<file path="src/rtl/adc_seq_pkg.sv">
package adc_seq_pkg;

    typedef enum logic [1:0] {
        ST_PD    = 2'd0,
        ST_ARM   = 2'd1,
        ST_COUNT = 2'd2,
        ST_RUN   = 2'd3
    } seq_state_e;

    function automatic int unsigned warmup_len(input logic slave,
                                               input int unsigned master_n,
                                               input int unsigned slave_n);
        return slave ? slave_n : master_n;
    endfunction

endpackage

</file>
<file path="src/rtl/fclk_edge.sv">
module fclk_edge #(
    parameter int SYNC_STAGES = 2
) (
    input  logic clk,
    input  logic rst_n,
    input  logic frame_clk,
    input  logic fall_sel,
    output logic edge_p
);
    localparam int LAST = SYNC_STAGES - 1;

    typedef struct packed {
        logic [SYNC_STAGES-1:0] sync;
        logic                   prev;
    } edge_regs_t;

    edge_regs_t r_d, r_q;
    logic       lvl;

    assign lvl = r_q.sync[LAST];

    always_comb begin
        r_d      = r_q;
        r_d.sync = {r_q.sync[SYNC_STAGES-2:0], frame_clk};
        r_d.prev = lvl;
        if (fall_sel) begin
            edge_p = r_q.prev & ~lvl;
        end else begin
            edge_p = ~r_q.prev & lvl;
        end
    end

    always_ff @(posedge clk or negedge rst_n) begin
        if (!rst_n) begin
            r_q <= '0;
        end else begin
            r_q <= r_d;
        end
    end
endmodule

</file>
<file path="src/rtl/warmup_ctr.sv">
module warmup_ctr #(
    parameter int unsigned MASTER_FRAMES = 516,
    parameter int unsigned SLAVE_FRAMES  = 517,
    parameter int          CNT_W         = 10
) (
    input  logic clk,
    input  logic rst_n,
    input  logic clear,
    input  logic tick,
    input  logic is_slave,
    output logic last
);
    import adc_seq_pkg::*;

    typedef struct packed {
        logic [CNT_W-1:0] cnt;
    } ctr_regs_t;

    ctr_regs_t        r_d, r_q;
    logic [CNT_W-1:0] limit_m1;

    always_comb begin
        limit_m1 = CNT_W'(warmup_len(is_slave, MASTER_FRAMES, SLAVE_FRAMES) - 1);
        last     = (r_q.cnt == limit_m1);
        r_d      = r_q;
        if (clear) begin
            r_d.cnt = '0;
        end else if (tick && !last) begin
            r_d.cnt = r_q.cnt + 1'b1;
        end
    end

    always_ff @(posedge clk or negedge rst_n) begin
        if (!rst_n) begin
            r_q <= '0;
        end else begin
            r_q <= r_d;
        end
    end
endmodule

</file>
<file path="src/rtl/out_gate.sv">
module out_gate #(
    parameter int DATA_W = 24
) (
    input  logic              clk,
    input  logic              rst_n,
    input  logic              unmute,
    input  logic [DATA_W-1:0] in_left,
    input  logic [DATA_W-1:0] in_right,
    input  logic              in_valid,
    output logic [DATA_W-1:0] out_left,
    output logic [DATA_W-1:0] out_right,
    output logic              out_valid
);
    typedef struct packed {
        logic [DATA_W-1:0] left;
        logic [DATA_W-1:0] right;
        logic              vld;
    } gate_regs_t;

    gate_regs_t r_d, r_q;

    always_comb begin
        r_d     = r_q;
        r_d.vld = in_valid;
        if (unmute) begin
            r_d.left  = in_left;
            r_d.right = in_right;
        end else begin
            r_d.left  = '0;
            r_d.right = '0;
        end
    end

    always_ff @(posedge clk or negedge rst_n) begin
        if (!rst_n) begin
            r_q <= '0;
        end else begin
            r_q <= r_d;
        end
    end

    assign out_left  = r_q.left;
    assign out_right = r_q.right;
    assign out_valid = r_q.vld;
endmodule

</file>
<file path="src/rtl/adc_pwr_seq.sv">
module adc_pwr_seq #(
    parameter int          DATA_W        = 24,
    parameter int unsigned MASTER_FRAMES = 516,
    parameter int unsigned SLAVE_FRAMES  = 517,
    parameter int          SYNC_STAGES   = 2
) (
    input  logic              clk,
    input  logic              rst_n,
    input  logic              frame_clk,
    input  logic              pwrdn_n,
    input  logic              is_slave,
    input  logic              frame_fall_mode,
    input  logic [DATA_W-1:0] in_left,
    input  logic [DATA_W-1:0] in_right,
    input  logic              in_valid,
    output logic [DATA_W-1:0] out_left,
    output logic [DATA_W-1:0] out_right,
    output logic              out_valid,
    output logic              init_done,
    output logic              filt_rst,
    output logic              filt_rst_pulse
);
    import adc_seq_pkg::*;

    localparam int unsigned MAX_FRAMES = (SLAVE_FRAMES > MASTER_FRAMES) ? SLAVE_FRAMES : MASTER_FRAMES;
    localparam int          CNT_W      = $clog2(MAX_FRAMES + 1);

    typedef struct packed {
        seq_state_e st;
        logic       done;
        logic       frst;
        logic       fpulse;
        logic       pd_prev;
    } seq_regs_t;

    seq_regs_t r_d, r_q;
    logic      frame_edge;
    logic      cnt_last;
    logic      cnt_clear;
    logic      cnt_tick;
    logic      unmute;

    fclk_edge #(.SYNC_STAGES(SYNC_STAGES)) u_edge (
        .clk      (clk),
        .rst_n    (rst_n),
        .frame_clk(frame_clk),
        .fall_sel (frame_fall_mode),
        .edge_p   (frame_edge)
    );

    warmup_ctr #(
        .MASTER_FRAMES(MASTER_FRAMES),
        .SLAVE_FRAMES (SLAVE_FRAMES),
        .CNT_W        (CNT_W)
    ) u_ctr (
        .clk     (clk),
        .rst_n   (rst_n),
        .clear   (cnt_clear),
        .tick    (cnt_tick),
        .is_slave(is_slave),
        .last    (cnt_last)
    );

    always_comb begin
        r_d       = r_q;
        unmute    = pwrdn_n && (r_q.st == ST_RUN);
        cnt_clear = !pwrdn_n || (r_q.st != ST_COUNT);
        cnt_tick  = frame_edge && (r_q.st == ST_COUNT);

        r_d.done    = unmute;
        r_d.frst    = !pwrdn_n;
        r_d.fpulse  = !pwrdn_n && r_q.pd_prev;
        r_d.pd_prev = pwrdn_n;

        if (!pwrdn_n) begin
            r_d.st = ST_PD;
        end else begin
            unique case (r_q.st)
                ST_PD:    r_d.st = ST_ARM;
                ST_ARM:   if (frame_edge) r_d.st = ST_COUNT;
                ST_COUNT: if (frame_edge && cnt_last) r_d.st = ST_RUN;
                ST_RUN:   r_d.st = ST_RUN;
                default:  r_d.st = ST_PD;
            endcase
        end
    end

    always_ff @(posedge clk or negedge rst_n) begin
        if (!rst_n) begin
            r_q.st      <= ST_PD;
            r_q.done    <= 1'b0;
            r_q.frst    <= 1'b1;
            r_q.fpulse  <= 1'b0;
            r_q.pd_prev <= 1'b0;
        end else begin
            r_q <= r_d;
        end
    end

    out_gate #(.DATA_W(DATA_W)) u_gate (
        .clk      (clk),
        .rst_n    (rst_n),
        .unmute   (unmute),
        .in_left  (in_left),
        .in_right (in_right),
        .in_valid (in_valid),
        .out_left (out_left),
        .out_right(out_right),
        .out_valid(out_valid)
    );

    assign init_done      = r_q.done;
    assign filt_rst       = r_q.frst;
    assign filt_rst_pulse = r_q.fpulse;
endmodule

</file>
<file path="config.mk">
export PLATFORM = sky130hd
export DESIGN_NAME = adc_pwr_seq
export DESIGN_NICKNAME = d
export VERILOG_FILES = /design/src/rtl/adc_seq_pkg.sv /design/src/rtl/fclk_edge.sv /design/src/rtl/warmup_ctr.sv /design/src/rtl/out_gate.sv /design/src/rtl/adc_pwr_seq.sv
export SDC_FILE = /design/constraint.sdc
export NUM_CORES = 1
export LEC_CHECK = 0
export BUFFER_PORTS_ARGS = -buffer_cell sky130_fd_sc_hd__buf_4
export CAP_MARGIN = 20
export CORE_UTILIZATION = 47
export DETAILED_ROUTE_END_ITERATION = 7
export PLACE_DENSITY = 0.85
export SLEW_MARGIN = 20
export SYNTH_ARGS = -nofsm -noshare
export SYNTH_HDL_FRONTEND = slang
export SYNTH_SLANG_ARGS = --single-unit
</file>
<file path="constraint.sdc">
create_clock -name clk -period 1.9 [get_ports clk]
set_input_delay 0.095 -clock clk [delete_from_list [all_inputs] [get_ports clk]]
set_output_delay 0.095 -clock clk [all_outputs]
set_load 0.02 [all_outputs]
</file>
Word level (Yosys, flattened, before mapping)
Cells that the tools add are included.
Word-level totals
  register bits after elaboration: 68
  latch bits: 0
  bits in writable memories: 0
  bits in read-only memories: 0
  output and inout bits: 52
  word-level logic and storage cells: 44
  memories: 0
Operators by class
  $add $sub $neg: 2
  multipliers: 0
  div/mod/pow operators: 0
  order comparisons: 0
  equality and inequality tests: 7
  shifts and indexed selects: 0
  muxes and demuxes: 9
  bitwise logic cells: 4
  reductions and logical operators: 11
Operator list (count)
  $mux 48: 1
  $mux 10: 2
  $add 10x1->10 const B: 1
  $eq 10x10->1: 1
  $sub 10x1->10 const B: 1
  $pmux 2 s4: 1
  $mux 2: 3
  $logic_and 1x1->1: 5
  $eq 2x2->1 const B: 2
  $ne 3x2->1 const B: 1
  $ne 3x3->1 const B: 1
  $and 1x1->1: 2
  $eq 2x1->1 const B: 1
  $logic_not 1->1: 2
  $logic_not 2->1: 1
  $mux 1: 2
  $ne 2x2->1 const B: 1
  $not 1->1: 2
  $reduce_and 2->1: 1
  $reduce_bool 2->1: 1
  $logic_or 1x1->1: 1

Longest topological paths before layout
Gate-level depths: netlist of run 1.
  depth after elaboration: 7
  depth in mapped cells: 5

Modules after synthesis
A second synthesis of run 1 with hierarchy kept.
Second synthesis, totals
  cell total of the unflattened synthesis: 179
  area total of the unflattened synthesis: 2458.6 um^2
By module, submodules not included
  out_gate: instances 1, cells an instance 102, area an instance 1596.5 um^2, sequential area each 1226.2 um^2
  warmup_ctr: instances 1, cells an instance 54, area an instance 544.3 um^2, sequential area each 250.2 um^2
  adc_pwr_seq: instances 1, cells an instance 17, area an instance 220.2 um^2, sequential area each 151.4 um^2
  fclk_edge: instances 1, cells an instance 6, area an instance 97.6 um^2, sequential area each 75.1 um^2

Least setup slack after synthesis of run 1
OpenSTA, ideal clock, no wires.
  path kind: register -> register
  start point: register u_edge.r_q, in the netlist u_edge.lvl
  end point: register u_ctr.r_q[9] (netlist bit)
  arrival time: 1.368 ns
  path slack: 0.403 ns
  cell stages (with the launch flop): 5
  clock period less this slack: 1.497 ns
  cell sequence: dfrtp_1 -> nand3b_1 -> a2111oi_4 -> xnor2_1 -> nor2_1
Between the ends
  word-level cells in the longest chain between the ends: 6
  elaborated cells between the ends (all ways): 7
Ends and longest elaborated chain
  start, declared: RTL line fclk_edge.sv:17  | edge_regs_t r_d, r_q;
  start signal, assigned: RTL line fclk_edge.sv:37  | r_q <= r_d;
  $not 1->1: RTL line fclk_edge.sv:27  | edge_p = r_q.prev & ~lvl;
  $and 1x1->1: RTL line fclk_edge.sv:27
  $mux 1 *: RTL line fclk_edge.sv:26  | if (fall_sel) begin
  $logic_and 1x1->1 *: RTL line adc_pwr_seq.sv:68  | cnt_tick = frame_edge && (r_q.st == ST_COUNT);
  $logic_and 1x1->1 *: RTL line warmup_ctr.sv:28  | end else if (tick && !last) begin
  $reduce_bool 2->1 (no line) *
  end signal, assigned: RTL line warmup_ctr.sv:37  | r_q <= r_d;
  end, declared: RTL line warmup_ctr.sv:19  | ctr_regs_t r_d, r_q;
Every way passes the cells marked *; elsewhere a longest branch is shown, timed or not.
A chain may end at the register's enable or synchronous reset.

Final worst setup path of run 1
  start point: register u_edge.r_q[0] (netlist bit)
  end point: register u_ctr.r_q[2] (netlist bit)
Between the ends
  word-level cells in the longest chain between the ends: 6
  elaborated cells between the ends (all ways): 7
Ends and longest elaborated chain
  $not 1->1: RTL line fclk_edge.sv:29  | edge_p = ~r_q.prev & lvl;
  $and 1x1->1: RTL line fclk_edge.sv:29
  $mux 1 *: RTL line fclk_edge.sv:26
  $logic_and 1x1->1 *: RTL line adc_pwr_seq.sv:68
  $logic_and 1x1->1 *: RTL line warmup_ctr.sv:28
  $reduce_bool 2->1 (no line) *
Marks and branches as above.

==> results.tsv, run 1 <==
metric	value	unit
Worst VDD drop	477	µV
CTS max path bufs	2	
Final Hold Fails	0	
cell taking the most area after synthesis	dfrtp_1	
First DRT Iteration DRCs	193	
Post-synth top flop	dfrtp_1	
vias in the first global route	2326	
Die Height	74.4	µm
ys async rst share	100	%
register area share after synthesis	69.1	%
flops & latches, synth	68	
CTS clock-pin slew for the worst setup and hold paths	0.07	ns
initial antenna violation count	0	
status	complete, no violations	
Switch Pwr	722	µW
routed len/inst	21.2	µm
Req. time, crit path	2.12	ns
Layout fillers	239	
Vias	2207	
worst reg2reg setup slack	0.05	ns
Sink Count	68	
most frequent cell after synthesis	dfrtp_1	
fin nets	403	
largest net degree at the start of global routing	69	
synth cell count leaders	dfrtp_1, and2_1, nor2_1	
Root Driver	clkbuf_8	
DP Cell Count	351	
placed cell area	3320	µm²
Buffers on Ports	106	
achievable clock frequency	541	MHz
post-route ant nets	0	
Post-synth EDFFs	0	
Final Cycle Share	97.2	%
via density per instance	5.27	
Routability Congestion	0.850	
Synthesized Nets	239	
Flop pwr share	47.4	%
Arrival @ worst endpoint	2.06	ns
DIE WIDTH	74.4	µm
DRT Pass-1 Iters	4	
final setup fails	0	
Slew Limit Fails	0	
GRT Total Usage	34.6	%
WS Path Type	reg -> reg	
Die ar.	5540	µm²
startpoint type of the worst setup path	flip-flop	
Core ar.	4880	µm²
Initial Utilization	50.5	%
sink of the worst hold path	u_gate.out_left[0]	
Clock power frac	43.5	%
Crit path largest cell delay	0.61	ns
setup TNS	0	ns
non-filler cells, final	419	
crit end category	flip-flop	
first-pass GRT wire length	13000	µm
reg2reg path depth	4	
Yosys Warn Count	0	
H-tree depth	3	
power density over cell area	771	nW/µm²
Gate power share	9.2	%
Pleak	2.06	nW
CP max FO	9	
# IOs	107	
total grt overflow	0	
post-synth top area share	68.0	%
ANT cells	0	
worst clock skew	0.0157	ns
cts bufs inserted	9	
DRC Markers	0	
Finished Cell Area	4060	µm²
worst path cell trace	or3b_1, nand2_2, a31oi_1, a41o_1	
HPWL after DPL	3700	µm
Sw Share	23.1	%
Crit-path slowest cell	or3b_1	
RR Endpoint	u_ctr.r_q[2]	
worst-margin pin slew	0.811	ns
Layout area overhead	64.6	%
Setup WS pre-CTS	0.132	ns
synth top area cells	dfrtp_1, and2_1, xnor2_1	
fin crit period	1.85	ns
post-synthesis cell count	183	
Pint	2.41	mW
relative slew slack	46.0	%
post-synth cell types	31	
syn_area_per_cell	13.5	µm²
clock insertion delay at the later pin of the skew report	0.35	ns
Max Cap Violations	0	
post-route setup slack	0.0526	ns
final WL	8880	µm
Hold WC Path Type	in -> reg	
Reg-to-Reg Start	u_edge.r_q[0]	
Synth Cell Area	2460	µm²
Worst Hold Depth	2	
CTS tree	built	
layout cells sized above 1	37.2	%
Hold Crit Start	in_left[0]	
std cell rows	25	
==> power by group through the flow <==
stage	sequential, mW	clock, mW	combinational [mW]
2_1_floorplan	1.52	0	0.0316
5_1_grt	1.48	1.43	0.302
3_5_place_dp	1.51	0	0.188
6_report	1.48	1.36	0.286
4_1_cts	1.48	1.33	0.273
3_3_place_gp	1.51	0	0.183
==> how the worst max path moves through the flow <==
stage | to | cells after the start | from | slack (ns)
6_report | u_ctr.r_q[2] | 4 | u_edge.r_q[0] | 0.05
5_1_grt | u_ctr.r_q[2] | 4 | u_edge.r_q[0] | -0.005
4_1_cts | r_q[4] | 4 | u_edge.r_q[0] | 0.14
3_5_place_dp | r_q[4] | 4 | u_edge.r_q[0] | 0.13
3_3_place_gp | u_ctr.r_q[9] | 4 | u_edge.r_q[0] | 0.29
2_1_floorplan | u_ctr.r_q[9] | 4 | u_edge.lvl | 0.40
==> critical path: cells and delay by family, from the launching register on <==
family | cells | cell delay [ns]
DFF | 1 | 0.40
AOI/OAI and AO/OA | 2 | 0.46
and+or+nand+nor | 2 | 0.85
==> per-layer routing <==
layer | GRT usage, % | part of all wire (%)
met5 | 0 | 0
met4 | 20.1 | 4.5
met3 | 10.4 | 7.7
met2 | 57.6 | 51
met1 | 39.7 | 37
==> registers in the layout, indices dropped and copies added (netlist names) <==
name,cells
u_edge.r_q,1
u_ctr.r_q,10
u_edge.r_d,1
u_edge.lvl,1
u_gate.out_right,24
r_q,3
filt_rst,1
u_gate.out_valid,1
u_gate.out_left,24
filt_rst_pulse,1
init_done,1
==> metrics by stage <==
step / util [%] / hold WS [ns] / total power [mW]
finish: 83.1 / 0.0236 / 3.13
global route: 83.1 / 0.00116 / 3.21
CTS: 82.8 / 0.00158 / 3.08
detailed placement: 68.1 / 0.206 / 1.69
global placement: 68.1 / 0.206 / 1.69
floorplan: - / -0.201 / 1.55
==> cell usage in the layout, fill, tap and decap left out, types with 2 or more instances in the layout <==
cell | Yosys | layout
clkbuf_8 | 0 | 10
a21oi_1 | 5 | 5
inv_1 | 2 | 2
dlygate4sd3_1 | 0 | 50
and2_1 | 48 | 48
a211oi_2 | 2 | 2
nand3_1 | 3 | 3
nor2b_1 | 2 | 2
nor2_1 | 10 | 10
dfrtp_1 | 67 | 67
nand2_1 | 8 | 7
bufinv_16 | 0 | 2
a2111oi_4 | 2 | 2
nand4_1 | 2 | 2
clkinv_2 | 0 | 3
buf_4 | 0 | 109
xnor2_1 | 7 | 7
nand3b_1 | 2 | 2
nor4bb_1 | 2 | 2
==> area by class of cell <==
class	instances	area, µm²	area share, %
tap	67	83.8	2.07
timing repair buffer	159	1320	32.5
multi-input combinational	107	727	17.9
clock buffer	11	141	3.49
sequential	68	1700	42.0
clock inverter	5	75.1	1.85
inverter	2	7.51	0.185
==> kinds of logic (layout without fill, tap and decap cells) <==
| family | count (synthesis) | in the layout | share of synthesized area (%) |
|---|---|---|---|
| simple gates | 83 | 83 | 19.7 |
| flops | 68 | 68 | 69.1 |
| compound gates | 15 | 15 | 6.24 |
| buf+inv | 8 | 177 | 1.52 |
| xor+xnor | 7 | 7 | 2.49 |
| fa+ha+maj | 1 | 1 | 0.508 |
| mux | 1 | 1 | 0.406 |
==> repair_timing <==
item,CTS,global route
buffers inserted,0,2
gates resized for setup,0,1
hold endpoints to repair,118,0
endpoints found under the setup margin,0,2
hold buffers,50,0
Note: power is estimated with default switching activity, not from simulation.
==> run 2, diff against run 1 <==
--- a/config.mk
+++ b/config.mk
@@ -7,9 +7,9 @@
 export LEC_CHECK = 0
 export BUFFER_PORTS_ARGS = -buffer_cell sky130_fd_sc_hd__buf_4
 export CAP_MARGIN = 20
-export CORE_UTILIZATION = 47
+export CORE_UTILIZATION = 50
 export DETAILED_ROUTE_END_ITERATION = 7
-export PLACE_DENSITY = 0.85
+export PLACE_DENSITY = 0.9
 export SLEW_MARGIN = 20
 export SYNTH_ARGS = -nofsm -noshare
 export SYNTH_HDL_FRONTEND = slang
==> constraint.sdc (replaced) <==
create_clock -name clk -period 2.3 [get_ports clk]
set_input_delay 0.115 -clock clk [delete_from_list [all_inputs] [get_ports clk]]
set_output_delay 0.115 -clock clk [all_outputs]
set_load 0.02 [all_outputs]
==> results.tsv, run 2 (synthesis results as in run 1) <==
metric	value	unit	change
Layout area overhead	62.3	%	was 64.6%
sink of the worst hold path	u_edge.lvl		was u_gate.out_left[0]
vias in the first global route	2081		was 2326
critical path startpoint	u_edge.r_q[0]		unchanged
Root Driver	clkbuf_8		unchanged
Slew Limit Fails	0		unchanged
fin nets	403		unchanged
worst reg2reg setup slack	0.60	ns	was 0.05 ns
Worst VDD drop	503	µV	was 477 µV
total grt overflow	0		unchanged
grt met2 use	48.0	%	was 57.6%
DRC Markers	0		unchanged
crit end category	flip-flop		unchanged
largest net degree at the start of global routing	69		unchanged
GRT met1 Usage	26.2	%	was 39.7%
Worst Hold Depth	0		was 2
clock insertion delay at the later pin of the skew report	0.33	ns	was 0.35 ns
First DRT Iteration DRCs	174		was 193
fin crit period	1.70	ns	was 1.85 ns
final WL	6390	µm	was 8880 µm
CTS clock-pin slew for the worst setup and hold paths	0.07	ns	about the same
M3 GR Usage	9.58	%	was 10.4%
worst clock skew	0.00534	ns	was 0.0157 ns
RR Endpoint	u_ctr.r_q[8]		was u_ctr.r_q[2]
Clock power frac	35.6	%	was 43.5%
cts bufs inserted	9		unchanged
Flop pwr share	54.2	%	was 47.4%
reg2reg path depth	4		unchanged
first-pass GRT wire length	9690	µm	was 13000 µm
H-tree depth	3		unchanged
Hold Buf Count CTS	52		was 50
Gate power share	10.2	%	was 9.2%
DIE WIDTH	72.2	µm	was 74.4 µm
via density per instance	4.82		was 5.27
most frequent cells in the layout	buf_4, dfrtp_1, dlygate4sd3_1		unchanged
Arrival @ worst endpoint	1.91	ns	was 2.06 ns
layout cells sized above 1	36.2	%	was 37.2%
Initial Utilization	52.2	%	was 50.5%
DRT Pass-1 Iters	4		unchanged
HPWL after DPL	3610	µm	was 3700 µm
power density over cell area	564	nW/µm²	was 771 nW/µm²
WS Path Type	reg -> reg		unchanged
Pleak	2.02	nW	was 2.06 nW
Sink Count	68		unchanged
# IOs	107		unchanged
Layout fillers	240		was 239
achievable clock frequency	588	MHz	was 541 MHz
Hold WC Path Type	reg -> reg		was in -> reg
Max Cap Violations	0		unchanged
CTS resizes	0		unchanged
worst-margin pin slew	0.813	ns	was 0.811 ns
Reg-to-Reg Start	u_edge.r_q[0]		unchanged
Switch Pwr	523	µW	was 722 µW
startpoint type of the worst setup path	flip-flop		unchanged
std cell rows	25		unchanged
CP max FO	9		unchanged
ANT cells	0		unchanged
Pwr Total	2.26	mW	was 3.13 mW
initial antenna violation count	0		unchanged
CTS tree	built		unchanged
GRT Max-Usage Layer	met2		unchanged
Routability Congestion	0.827		was 0.850
Pint	1.73	mW	was 2.41 mW
RSZ-0062 raised after global routing	false		
Final Hold Fails	0		unchanged
setup TNS	0	ns	unchanged
final setup fails	0		unchanged
most common cell after layout, fill and taps aside	buf_4		unchanged
CTS max path bufs	2		unchanged
Die Height	72.2	µm	was 74.4 µm
routed len/inst	15.3	µm	was 21.2 µm
Final Cycle Share	74.0	%	was 97.2%
status	complete, no violations		unchanged
Buffers on Ports	106		unchanged
relative slew slack	45.8	%	was 46.0%
GRT Total Usage	25.8	%	was 34.6%
Req. time, crit path	2.51	ns	was 2.12 ns
Hold Crit Start	u_edge.r_d[2]		was in_left[0]
Die ar.	5210	µm²	was 5540 µm²
post-route ant nets	0		unchanged
Post CTS Setup Buffer Count	0		unchanged
Core ar.	4720	µm²	was 4880 µm²
Sw Share	23.2	%	was 23.1%
Vias	2016		was 2207
-- run 2: cell types whose count changed in the layout (fill, tap and decap cells not counted) --
| cell | delta |
|---|---|
| nand2_2 | -1 |
| dlygate4sd3_1 | +2 |
| clkbuf_8 | -1 |
| clkinvlp_4 | +2 |
| nand2_1 | +1 |
| buf_4 | -2 |
| bufinv_16 | -2 |
-- run 2: critical path, cell delays in order, from the launching register on --
cell	delay, ns
dfrtp_1	0.38
or3b_1	0.58
a2111oi_4	0.39
xnor2_1	0.16
nor2_1	0.06
-- run 2: how the worst max path moves through the flow --
stage | endpoint | slack (ns) | cells after the start
floorplan | u_ctr.r_q[9] | 0.80 | 4
global placement | u_ctr.r_q[9] | 0.69 | 4
detailed placement | r_q[4] | 0.61 | 4
CTS | r_q[4] | 0.60 | 4
global route | r_q[4] | 0.43 | 4
finish | u_ctr.r_q[8] | 0.60 | 4
-- run 2: metal layers --
metal / vias to the layer above / share of wire, %
li1: 923 / -
met1: 982 / 35
met2: 99 / 56
met3: 12 / 6.5
met4: 0 / 2.2
met5: - / 0
-- run 2: cell type report --
| cell class | instances | area (µm²) | share of cell area, % |
|---|---|---|---|
| multi-input combinational | 107 | 724 | 18.1 |
| clock buffer | 10 | 128 | 3.19 |
| timing repair buffer | 159 | 1320 | 33.1 |
| sequential | 68 | 1700 | 42.6 |
| inverter | 2 | 7.51 | 0.188 |
| tap | 67 | 83.8 | 2.10 |
| clock inverter | 5 | 30.0 | 0.751 |
-- run 2: power groups by stage --
| stage | Sequential, mW | Clock (mW) | Combinational, mW |
|---|---|---|---|
| after floorplan | 1.26 | 0 | 0.0261 |
| after global placement | 1.24 | 0 | 0.150 |
| after detailed placement | 1.24 | 0 | 0.155 |
| after CTS | 1.22 | 0.824 | 0.226 |
| after global routing | 1.22 | 0.873 | 0.248 |
| final | 1.22 | 0.802 | 0.231 |
-- run 2: metrics by stage --
stage | util, % | hold slack [ns] | area [µm²] | setup WS (ns) | std cells
global route | 84.7 | 0.358 | 4000 | 0.430 | 418
finish | 84.7 | 0.352 | 4000 | 0.598 | 418
floorplan | - | -0.181 | 2460 | 0.803 | 183
global placement | 70.3 | 0.226 | 3320 | 0.690 | 351
detailed placement | 70.3 | 0.226 | 3320 | 0.607 | 351
CTS | 84.7 | 0.355 | 4000 | 0.596 | 418
==> run 3, diff against run 2 <==
--- a/config.mk
+++ b/config.mk
@@ -5,11 +5,12 @@
 export SDC_FILE = /design/constraint.sdc
 export NUM_CORES = 1
 export LEC_CHECK = 0
+export ABC_AREA = 1
 export BUFFER_PORTS_ARGS = -buffer_cell sky130_fd_sc_hd__buf_4
 export CAP_MARGIN = 20
-export CORE_UTILIZATION = 50
+export CORE_UTILIZATION = 48
 export DETAILED_ROUTE_END_ITERATION = 7
-export PLACE_DENSITY = 0.9
+export PLACE_DENSITY = 0.85
 export SLEW_MARGIN = 20
 export SYNTH_ARGS = -nofsm -noshare
 export SYNTH_HDL_FRONTEND = slang
==> constraint.sdc (replaced) <==
create_clock -name clk -period 1.7 [get_ports clk]
set_input_delay 0.085 -clock clk [delete_from_list [all_inputs] [get_ports clk]]
set_output_delay 0.085 -clock clk [all_outputs]
set_load 0.02 [all_outputs]
==> results.tsv, run 3 <==
metric	value	unit	change
RR Endpoint	u_ctr.r_q[8]		unchanged
ys async rst share	100	%	unchanged
CTS clock-pin slew for the worst setup and hold paths	0.07	ns	about the same
routed len/inst	13.3	µm	was 15.3 µm
syn_area_per_cell	9.31	µm²	was 13.5 µm²
Hold WC Path Type	in -> reg		was reg -> reg
synth top area cells	dfrtp_1, inv_1, nor2_1		was dfrtp_1, and2_1, xnor2_1
fin crit period	1.51	ns	was 1.70 ns
post-synthesis cell count	293		was 183
H-tree depth	3		unchanged
post-synth cell types	21		was 31
CTS max path bufs	2		unchanged
multi-input logic area	717	µm²	was 724 µm²
cell taking the most area after synthesis	dfrtp_1		unchanged
DRT Pass-1 Iters	6		was 4
Final Hold Fails	0		unchanged
startpoint type of the worst setup path	flip-flop		unchanged
worst clock skew	0.00602	ns	was 0.00534 ns
Worst VDD drop	852	µV	was 503 µV
Reg-to-Reg Start	u_ctr.r_q[5]		was u_edge.r_q[0]
Routability Congestion	0.827		about the same
RSZ-0062 raised after global routing	false		unchanged
Arrival @ worst endpoint	1.73	ns	was 1.91 ns
WS Path Type	reg -> reg		unchanged
Worst Hold Depth	3		was 0
first-pass GRT wire length	11800	µm	was 9690 µm
Yosys Warn Count	0		unchanged
Post-synth top flop	dfrtp_1		unchanged
via density per instance	4.49		was 4.82
Crit-path slowest cell	dfrtp_1		was or3b_1
Synthesized Nets	349		was 239
final WL	7090	µm	was 6390 µm
most frequent cells in the layout	buf_4, dfrtp_1, inv_1		was buf_4, dfrtp_1, dlygate4sd3_1
Max Cap Violations	0		unchanged
cts bufs inserted	9		unchanged
DIE WIDTH	77.4	µm	was 72.2 µm
vias in the first global route	2483		was 2081
worst-margin pin slew	0.594	ns	was 0.813 ns
setup TNS	0	ns	unchanged
Buf/Inv on CP	0		unchanged
most used cell, CP	nand2_1		
CP max FO	11		was 9
FF/Latch Area	1700	µm²	about the same
Final Util	77.2	%	was 84.7%
Slew Limit Fails	0		unchanged
hold slack	0.0112	ns	was 0.352 ns
Req. time, crit path	1.91	ns	was 2.51 ns
Crit path max-delay family	simple AND/OR/NAND/NOR gates		unchanged
# IOs	107		unchanged
post-route ant nets	0		unchanged
reg2reg path depth	8		was 4
clock insertion delay at the later pin of the skew report	0.32	ns	was 0.33 ns
CTS tree	built		unchanged
GRT Total Usage	25.9	%	was 25.8%
Crit path largest cell delay	0.44	ns	was 0.58 ns
synth cell count leaders	dfrtp_1, inv_1, nor2_1		was dfrtp_1, and2_1, nor2_1
fin nets	511		was 403
power density over cell area	786	nW/µm²	was 564 nW/µm²
final setup fails	0		unchanged
status	complete, no violations		unchanged
critical path startpoint	u_ctr.r_q[5]		was u_edge.r_q[0]
most frequent cell after synthesis	dfrtp_1		unchanged
Buffers on Ports	106		unchanged
Die Height	77.4	µm	was 72.2 µm
Core ar.	5510	µm²	was 4720 µm²
Layout area overhead	55.8	%	was 62.3%
Vias	2382		was 2016
First DRT Iteration DRCs	126		was 174
register area share after synthesis	62.4	%	was 69.1%
crit end category	flip-flop		unchanged
Root Driver	clkbuf_8		unchanged
sink of the worst hold path	u_gate.out_left[18]		was u_edge.lvl
Sink Count	68		unchanged
std cell rows	27		was 25
initial antenna violation count	0		unchanged
largest net degree at the start of global routing	49		was 69
flops & latches, synth	68		unchanged
Synth Cell Area	2730	µm²	was 2460 µm²
Initial Utilization	49.6	%	was 52.2%
worst reg2reg setup slack	0.19	ns	was 0.60 ns
post-synth top area share	61.4	%	was 68.0%
Die ar.	5990	µm²	was 5210 µm²
Final Cycle Share	89.1	%	was 74.0%
Layout fillers	337		was 240
ANT cells	0		unchanged
relative slew slack	60.4	%	was 45.8%
total grt overflow	0		unchanged
achievable clock frequency	660	MHz	was 588 MHz
Hold Crit Start	in_left[18]		was u_edge.r_d[2]
HPWL after DPL	3960	µm	was 3610 µm
Post CTS Setup Buffer Count	0		unchanged
most common cell after layout, fill and taps aside	buf_4		unchanged
layout cells sized above 1	33.1	%	was 36.2%
DRC Markers	0		unchanged
worst path cell trace	nor2_1, nand3_1, nor2_1, nand2_1, nand2_4, nand2_2, nand2_1, nand2_1		was or3b_1, a2111oi_4, xnor2_1, nor2_1
Pleak	2.41	nW	was 2.02 nW
Post-synth EDFFs	0		unchanged
==> run 3: cell types whose count changed after synthesis, moves of 3 or more <==
| cell | before | now |
|---|---|---|
| clkbuf_1 | 5 | 2 |
| nand4_1 | 2 | 5 |
| and2_1 | 48 | 0 |
| inv_1 | 2 | 64 |
| nor2_1 | 10 | 46 |
| inv_2 | 0 | 4 |
| xnor2_1 | 7 | 1 |
| a21oi_1 | 5 | 2 |
| nand2_1 | 8 | 44 |
| nand3_1 | 3 | 19 |
| nor2_2 | 0 | 22 |
==> run 3: cells by family (layout without fill, tap and decap cells) <==
family | Yosys count | count (layout) | synth area share, %
AOI/OAI and AO/OA | 5 | 5 | 0.963
DFF | 68 | 68 | 62.4
and+or+nand+nor | 140 | 140 | 23.7
buffers and inverters | 76 | 242 | 11.5
adders and majority gates | 1 | 1 | 0.458
xor gates and xnor gates | 3 | 3 | 0.963
==> run 3: metrics by stage <==
stage | cell area [µm²] | worst slack, ns | instances | total power, mW
after floorplan | 2730 | 0.477 | 293 | 1.96
after global placement | 3580 | 0.172 | 465 | 2.18
after detailed placement | 3580 | 0.0898 | 465 | 2.20
after CTS | 4240 | 0.0559 | 531 | 3.34
after global routing | 4250 | 0.0198 | 531 | 3.49
final | 4250 | 0.186 | 531 | 3.34
==> run 3: tightest hold or removal path, stage by stage <==
cell,delay (ns)
buf_4,0.11
inv_1,0.06
nor2_1,0.05
==> run 3: how the worst max path moves through the flow <==
stage,end,cells after the start
after CTS,u_gate.out_right[3],6
after global placement,u_gate.out_left[18],4
after detailed placement,u_gate.out_right[3],4
after global routing,u_ctr.r_q[5],9
after floorplan,u_ctr.r_q[8],8
final,u_ctr.r_q[8],8
==> run 3: what timing repair did <==
action / in CTS / in global routing
hold buffers: 51 / 0
setup endpoints to repair: 0 / 45
hold endpoints to repair: 77 / 0
resized for setup: 0 / 4
==> run 3: power breakdown <==
part / internal (mW) / switching, mW
clock: 0.516 / 0.550
sequential: 1.69 / 0.0366
combinational: 0.265 / 0.290
total: 2.47 / 0.877
==> run 3: layout make-up <==
| class | instances | area share (%) |
|---|---|---|
| Sequential cell | 68 | 40.1 |
| Clock buffer | 12 | 3.18 |
| Inverter | 68 | 6.06 |
| Clock inverter | 3 | 0.353 |
| Multi-Input combinational cell | 149 | 16.9 |
| Tap cell | 72 | 2.12 |
| Timing Repair Buffer | 159 | 31.4 |
==> run 3: layer usage <==
metal	track usage, %	wire length (µm)
met1	30.5	2790
met2	46.6	3860
met3	5.65	332
met4	9.06	110
met5	0	0
